$ cat config.mk
export PLATFORM = sky130hd
export DESIGN_NAME = mchan_addr_seq
export DESIGN_NICKNAME = d
export VERILOG_FILES = /design/src/rtl/mchan_pkg.sv /design/src/rtl/mchan_cfg_regs.sv /design/src/rtl/mchan_addr_ctr.sv /design/src/rtl/mchan_seq.sv /design/src/rtl/mchan_addr_seq.sv
export SDC_FILE = /design/constraint.sdc
export NUM_CORES = 1
export LEC_CHECK = 0
export BUFFER_PORTS_ARGS = -buffer_cell sky130_fd_sc_hd__buf_4
export CORE_ASPECT_RATIO = 0.9
export CORE_UTILIZATION = 55
export DETAILED_ROUTE_END_ITERATION = 10
export GPL_TIMING_DRIVEN = 0
export HOLD_SLACK_MARGIN = 0.1
export PLACE_DENSITY_LB_ADDON = 0.3
export SETUP_SLACK_MARGIN = 0.15
export SYNTH_ARGS = -nofsm -noshare
export SYNTH_HDL_FRONTEND = slang
export SYNTH_SLANG_ARGS = --single-unit
$ cat constraint.sdc
create_clock -name clk -period 2.9 [get_ports clk]
set_input_delay 0.145 -clock clk [delete_from_list [all_inputs] [get_ports clk]]
set_output_delay 0.145 -clock clk [all_outputs]
set_load 0.03 [all_outputs]
$ cat src/rtl/mchan_pkg.sv
// Package: shared encodings for the memory channel address sequencer.
// Assumes the address width is at least 3 so the status bits fit.
package mchan_pkg;
    typedef enum logic [1:0] {
        SEL_CTRL = 2'd0,
        SEL_ADDR = 2'd1,
        SEL_END  = 2'd2,
        SEL_STAT = 2'd3
    } reg_sel_e;

    typedef enum logic {
        ST_IDLE = 1'b0,
        ST_WAIT = 1'b1
    } seq_state_e;

    localparam int CTRL_EN_BIT    = 0;
    localparam int STAT_BUSY_BIT  = 0;
    localparam int STAT_AEND_BIT  = 1;
    localparam int STAT_TCEND_BIT = 2;
endpackage

$ cat src/rtl/mchan_cfg_regs.sv
// Module: enable bit and end-address register.
// Assumes the write qualifiers (including the enable lock) are decoded by the parent.
module mchan_cfg_regs #(
    parameter int AW = 11
) (
    input  logic          clk,
    input  logic          rst_n,
    input  logic          wr_ctrl,
    input  logic          wr_end,
    input  logic [AW-1:0] wdata,
    output logic          en,
    output logic [AW-1:0] end_addr
);
    import mchan_pkg::*;

    // Purpose: hold the enable bit and the end address.
    always_ff @(posedge clk) begin
        if (!rst_n) begin
            en       <= 1'b0;
            end_addr <= '0;
        end else begin
            if (wr_ctrl) en <= wdata[CTRL_EN_BIT];
            if (wr_end)  end_addr <= wdata;
        end
    end
endmodule

$ cat src/rtl/mchan_addr_ctr.sv
// Module: loadable FIFO address counter with an end-address compare.
// Assumes load and inc are never high together (the parent guarantees it).
module mchan_addr_ctr #(
    parameter int AW = 11
) (
    input  logic          clk,
    input  logic          rst_n,
    input  logic          load,
    input  logic [AW-1:0] load_val,
    input  logic          inc,
    input  logic [AW-1:0] end_addr,
    output logic [AW-1:0] cnt,
    output logic          at_end
);
    // Purpose: load the start address or step the pointer.
    always_ff @(posedge clk) begin
        if (!rst_n)    cnt <= '0;
        else if (load) cnt <= load_val;
        else if (inc)  cnt <= cnt + 1'b1;
    end

    // Purpose: address-end detection.
    always_comb at_end = (cnt == end_addr);
endmodule

$ cat src/rtl/mchan_seq.sv
// Module: main sequencer. It accepts one external access at a time, holds
// the RAM request until it is acknowledged, and records the stop causes.
// Assumes ext_acc is a one-cycle pulse and ext_tc is valid with it.
module mchan_seq (
    input  logic clk,
    input  logic rst_n,
    input  logic en,
    input  logic ext_acc,
    input  logic ext_tc,
    input  logic ram_ack,
    input  logic at_end,
    output logic ram_req,
    output logic inc,
    output logic done,
    output logic flag_aend,
    output logic flag_tcend,
    output logic busy
);
    import mchan_pkg::*;

    seq_state_e state;
    logic       tc_pend;
    logic       start;
    logic       finish;

    // Purpose: decode the start and finish of a RAM cycle.
    always_comb begin
        start  = (state == ST_IDLE) && en && ext_acc && !flag_aend && !flag_tcend;
        finish = (state == ST_WAIT) && ram_ack;
    end

    // Purpose: the request state and the captured terminal count.
    always_ff @(posedge clk) begin
        if (!rst_n) begin
            state   <= ST_IDLE;
            tc_pend <= 1'b0;
        end else begin
            case (state)
                ST_IDLE: if (start) begin
                    state   <= ST_WAIT;
                    tc_pend <= ext_tc;
                end
                ST_WAIT: if (ram_ack) state <= ST_IDLE;
                default: state <= ST_IDLE;
            endcase
        end
    end

    // Purpose: sticky stop flags, cleared while the channel is disabled.
    always_ff @(posedge clk) begin
        if (!rst_n || !en) begin
            flag_aend  <= 1'b0;
            flag_tcend <= 1'b0;
        end else begin
            if (finish && at_end)  flag_aend  <= 1'b1;
            if (finish && tc_pend) flag_tcend <= 1'b1;
        end
    end

    // Purpose: drive the handshake outputs and the counter step.
    always_comb begin
        busy    = (state == ST_WAIT);
        ram_req = busy;
        done    = finish;
        inc     = finish && en && !at_end;
    end
endmodule

$ cat src/rtl/mchan_addr_seq.sv
// Module: top of the memory channel FIFO address sequencer.
// Decodes CPU register access and locks the counter and end register
// while enabled. Assumes AW >= 3.
module mchan_addr_seq #(
    parameter int AW = 11
) (
    input  logic          clk,
    input  logic          rst_n,
    input  logic          cpu_wr,
    input  logic [1:0]    cpu_sel,
    input  logic [AW-1:0] cpu_wdata,
    output logic [AW-1:0] cpu_rdata,
    input  logic          ext_acc,
    input  logic          ext_tc,
    output logic          ext_done,
    output logic          ram_req,
    input  logic          ram_ack,
    output logic [AW-1:0] ram_addr,
    output logic          irq
);
    import mchan_pkg::*;

    reg_sel_e      sel;
    logic          en_q;
    logic [AW-1:0] end_q;
    logic [AW-1:0] cnt_q;
    logic          at_end;
    logic          wr_ctrl, wr_end, ld_cnt, inc;
    logic          flag_aend, flag_tcend, busy;
    logic [AW-1:0] stat;

    // Purpose: decode the register writes; address and end are locked while enabled.
    always_comb begin
        sel     = reg_sel_e'(cpu_sel);
        wr_ctrl = cpu_wr && (sel == SEL_CTRL);
        wr_end  = cpu_wr && (sel == SEL_END)  && !en_q;
        ld_cnt  = cpu_wr && (sel == SEL_ADDR) && !en_q;
    end

    mchan_cfg_regs #(.AW(AW)) u_regs (
        .clk      (clk),
        .rst_n    (rst_n),
        .wr_ctrl  (wr_ctrl),
        .wr_end   (wr_end),
        .wdata    (cpu_wdata),
        .en       (en_q),
        .end_addr (end_q)
    );

    mchan_addr_ctr #(.AW(AW)) u_ctr (
        .clk      (clk),
        .rst_n    (rst_n),
        .load     (ld_cnt),
        .load_val (cpu_wdata),
        .inc      (inc),
        .end_addr (end_q),
        .cnt      (cnt_q),
        .at_end   (at_end)
    );

    mchan_seq u_seq (
        .clk        (clk),
        .rst_n      (rst_n),
        .en         (en_q),
        .ext_acc    (ext_acc),
        .ext_tc     (ext_tc),
        .ram_ack    (ram_ack),
        .at_end     (at_end),
        .ram_req    (ram_req),
        .inc        (inc),
        .done       (ext_done),
        .flag_aend  (flag_aend),
        .flag_tcend (flag_tcend),
        .busy       (busy)
    );

    // Purpose: assemble the status word and the read mux.
    always_comb begin
        stat                 = '0;
        stat[STAT_BUSY_BIT]  = busy;
        stat[STAT_AEND_BIT]  = flag_aend;
        stat[STAT_TCEND_BIT] = flag_tcend;
        case (sel)
            SEL_CTRL: begin
                cpu_rdata              = '0;
                cpu_rdata[CTRL_EN_BIT] = en_q;
            end
            SEL_ADDR: cpu_rdata = cnt_q;
            SEL_END:  cpu_rdata = end_q;
            default:  cpu_rdata = stat;
        endcase
    end

    // Purpose: the RAM address and the interrupt outputs.
    always_comb begin
        ram_addr = cnt_q;
        irq      = flag_aend || flag_tcend;
    end
endmodule

==> flow_metrics.py <==
metrics = {
    "sta": {
        "setup_viol": 0,
        "max_clock_freq_mhz": 535,
        "rsz0062_at_grt": "no",
        "final.setup.worst_slack_ps": 1030,
        "finClkSkew_ps": 1.61,
        "timing.setup.tns_ps": 0,
        "timing.final.hold_violations": 0,
        "slew_violations": 0,
        "tightest_slew_ps": 557,
        "slew_headroom_pct": 62.9,
        "period_needed_ps": 1870,
        "fin_crit_sh_pct": 64.5,
    },
    "final_layout": {
        "mostFrequentLayoutCells": "42 x buf_4, 38 x nand2_1, 27 x dfxtp_1",
        "final_common_cell": "buf_4",
        "design_area_mm2": 0.00204,
        "nNetsFinal": 264,
        "n_antenna_cell": 0,
        "drive_gt1_share_pct": 23.9,
        "synthToLayoutAreaGrowth_pct": 33.9,
    },
    "placed_design": {
        "place.gp.congestion": 0.891,
        "placed_cell_area_mm2": 0.00188,
        "dpl.hpwl_um": 2970,
        "portBuffers": 42,
        "dp_slack_ps": 1080,
    },
    "grt": {
        "track_usage_pct": 30.9,
        "grt_pass1_wl_um": 6960,
        "grt_pass1_vias": 1553,
        "grt_max_degree": 15,
        "antenna_found_initial": 0,
        "overflow": 0,
    },
    "synthesis": {
        "syn_nets": 203,
        "syn_avg_cell_area_um2": 8.33,
        "syn_inst": 183,
        "yosysTopAreaCell": "dfxtp_1",
        "synth_top_area_share_pct": 35.4,
        "yosysWarnings": 0,
        "synth_seq_area_share_pct": 35.4,
        "yosys_register_bits": 27,
        "async_reset_ff_share_pct": 0,
        "synthFlopType": "dfxtp_1",
        "syn_area_mm2": 0.00153,
        "ys_types": 32,
        "synth-edff-count": 0,
        "synth.area.top_cells": "dfxtp_1 35%, xnor2_1 11%, nand2_1 9.4%",
    },
    "floorplan": {
        "dieHeight_um": 52.0,
        "rows": 17,
        "io_pins": 44,
        "die_w_um": 57.5,
        "core_area_mm2": 0.00253,
        "start_util_pct": 60.3,
        "die_area_mm2": 0.00299,
    },
    "min_path": {
        "holdCritPathClass": "input port to register",
    },
    "clocking": {
        "cts_tree": "yes",
        "cts_buffers": 3,
        "postCtsSetupBuffers": 0,
        "cts.sinks": 27,
        "clock-root-buffer": "clkbuf_4",
        "clockBufferDepth": 2,
        "path_clk_slew_ps": 140,
        "insertion_delay_ps": 330,
        "htreeDepth": 1,
    },
    "critical_path": {
        "required_ps": 3120,
        "crit_type": "register to register",
        "start_kind": "register",
        "end_kind": "register",
        "critPathMaxFanout": 10,
        "worstPathArrival_ps": 2090,
    },
    "run": {
        "maxCapViolCount": 0,
    },
    "pwr": {
        "p_per_area_mw_per_mm2": 375,
        "vdd_ir_drop_max_mv": 0.276,
        "p_leak_uw": 0.000785,
    },
    "routing": {
        "vias": 1569,
        "route.detailed.drc": 2,
        "first_pass_iters": 7,
        "antenna_left": 0,
        "drt-wirelength-per-cell_um": 15.2,
        "route.final.wire_length_um": 4120,
        "drtIter0Drc": 95,
        "viasPerCell": 5.79,
    },
    "outcome": {
        "violations": "DRC",
        "status": "finished with violations",
    },
}
==> sequential cells by signal, summed over array words and instances (netlist names) <==
signal            count
u_ctr.cnt            11
u_regs.end_addr      11
u_regs.en             1
u_seq.busy            1
u_seq.flag_aend       1
u_seq.flag_tcend      1
u_seq.tc_pend         1
==> critical path, cell delays in order (launching register included) <==
cell	delay [ps]
dfxtp_1	510
xnor2_1	190
nand4_1	200
nor3_4	450
nor3_1	140
xnor2_1	170
o22ai_1	100
==> final timing paths <==
kind	from	to	slack, ps	depth (start not counted)
setup / recovery	u_ctr.cnt[2]$_SDFFE_PN0P_	u_ctr.cnt[8]$_SDFFE_PN0P_	1030	6
hold / removal	cpu_sel[1]	u_regs.en$_SDFFE_PN0P_	170	4
hold reg to reg	u_regs.end_addr[9]$_SDFFE_PN0P_	u_regs.end_addr[9]$_SDFFE_PN0P_	500	2
setup reg to reg	u_ctr.cnt[2]$_SDFFE_PN0P_	u_ctr.cnt[8]$_SDFFE_PN0P_	1030	6
==> cells by family (layout without fill, tap and decap cells) <==
group,count (synthesis),in the layout,synth area share [%]
simple gates,73,73,24.0
compound gates,45,45,19.9
flops,27,27,35.4
xor+xnor,20,20,11.5
buf+inv,11,71,3.45
mux,6,6,4.92
fa+ha+maj,1,1,0.820
==> routing by layer <==
layer	part of all wire, %	track usage [%]
met3	8.0	5.47
met4	1.7	15.0
met2	49	55.0
met5	0	0
met1	42	35.8
==> synthesized netlist by cell type, types with 4 or more instances <==
master and instances:
a21boi_0 13, nand2_1 38, nor2_1 6, nand4_1 5, dfxtp_1 27, a21oi_1 10
nor3_1 4, o21ai_0 8, a22o_1 9, nor2b_1 4, xnor2_1 20, clkbuf_1 7
==> where the power goes <==
part | switching (µW) | total (µW) | leakage (µW) | internal, µW
clock network | 112 | 166 | 0.0000150 | 54.1
registers | 22.3 | 408 | 0.000220 | 386
logic | 106 | 191 | 0.000550 | 85.4
total | 240 | 765 | 0.000785 | 525
==> per-stage QoR <==
| stage | utilization, % | instances | hold WS (ps) | total power, µW |
|---|---|---|---|---|
| floorplan | - | 183 | 290 | 522 |
| global placement | 74.1 | 253 | 410 | 584 |
| detailed placement | 74.1 | 253 | 423 | 590 |
| CTS | 80.7 | 271 | 171 | 762 |
| global route | 80.7 | 271 | 196 | 797 |
| finish | 80.7 | 271 | 170 | 765 |
==> area by class of cell <==
class,count,area (µm²)
repair buffers,56,455
well taps,28,35.0
flip-flops and latches,27,541
multi-input cells,145,932
fillers,162,489
plain buffers,11,52.6
clock buffers,4,26.3
==> timing repair <==
| item | in CTS | in global routing |
|---|---|---|
| hold endpoints to repair | 16 | 0 |
| hold buffers | 14 | 0 |
| gates resized for setup | 0 | 0 |
No activity file was read; power rests on OpenSTA's default activity.
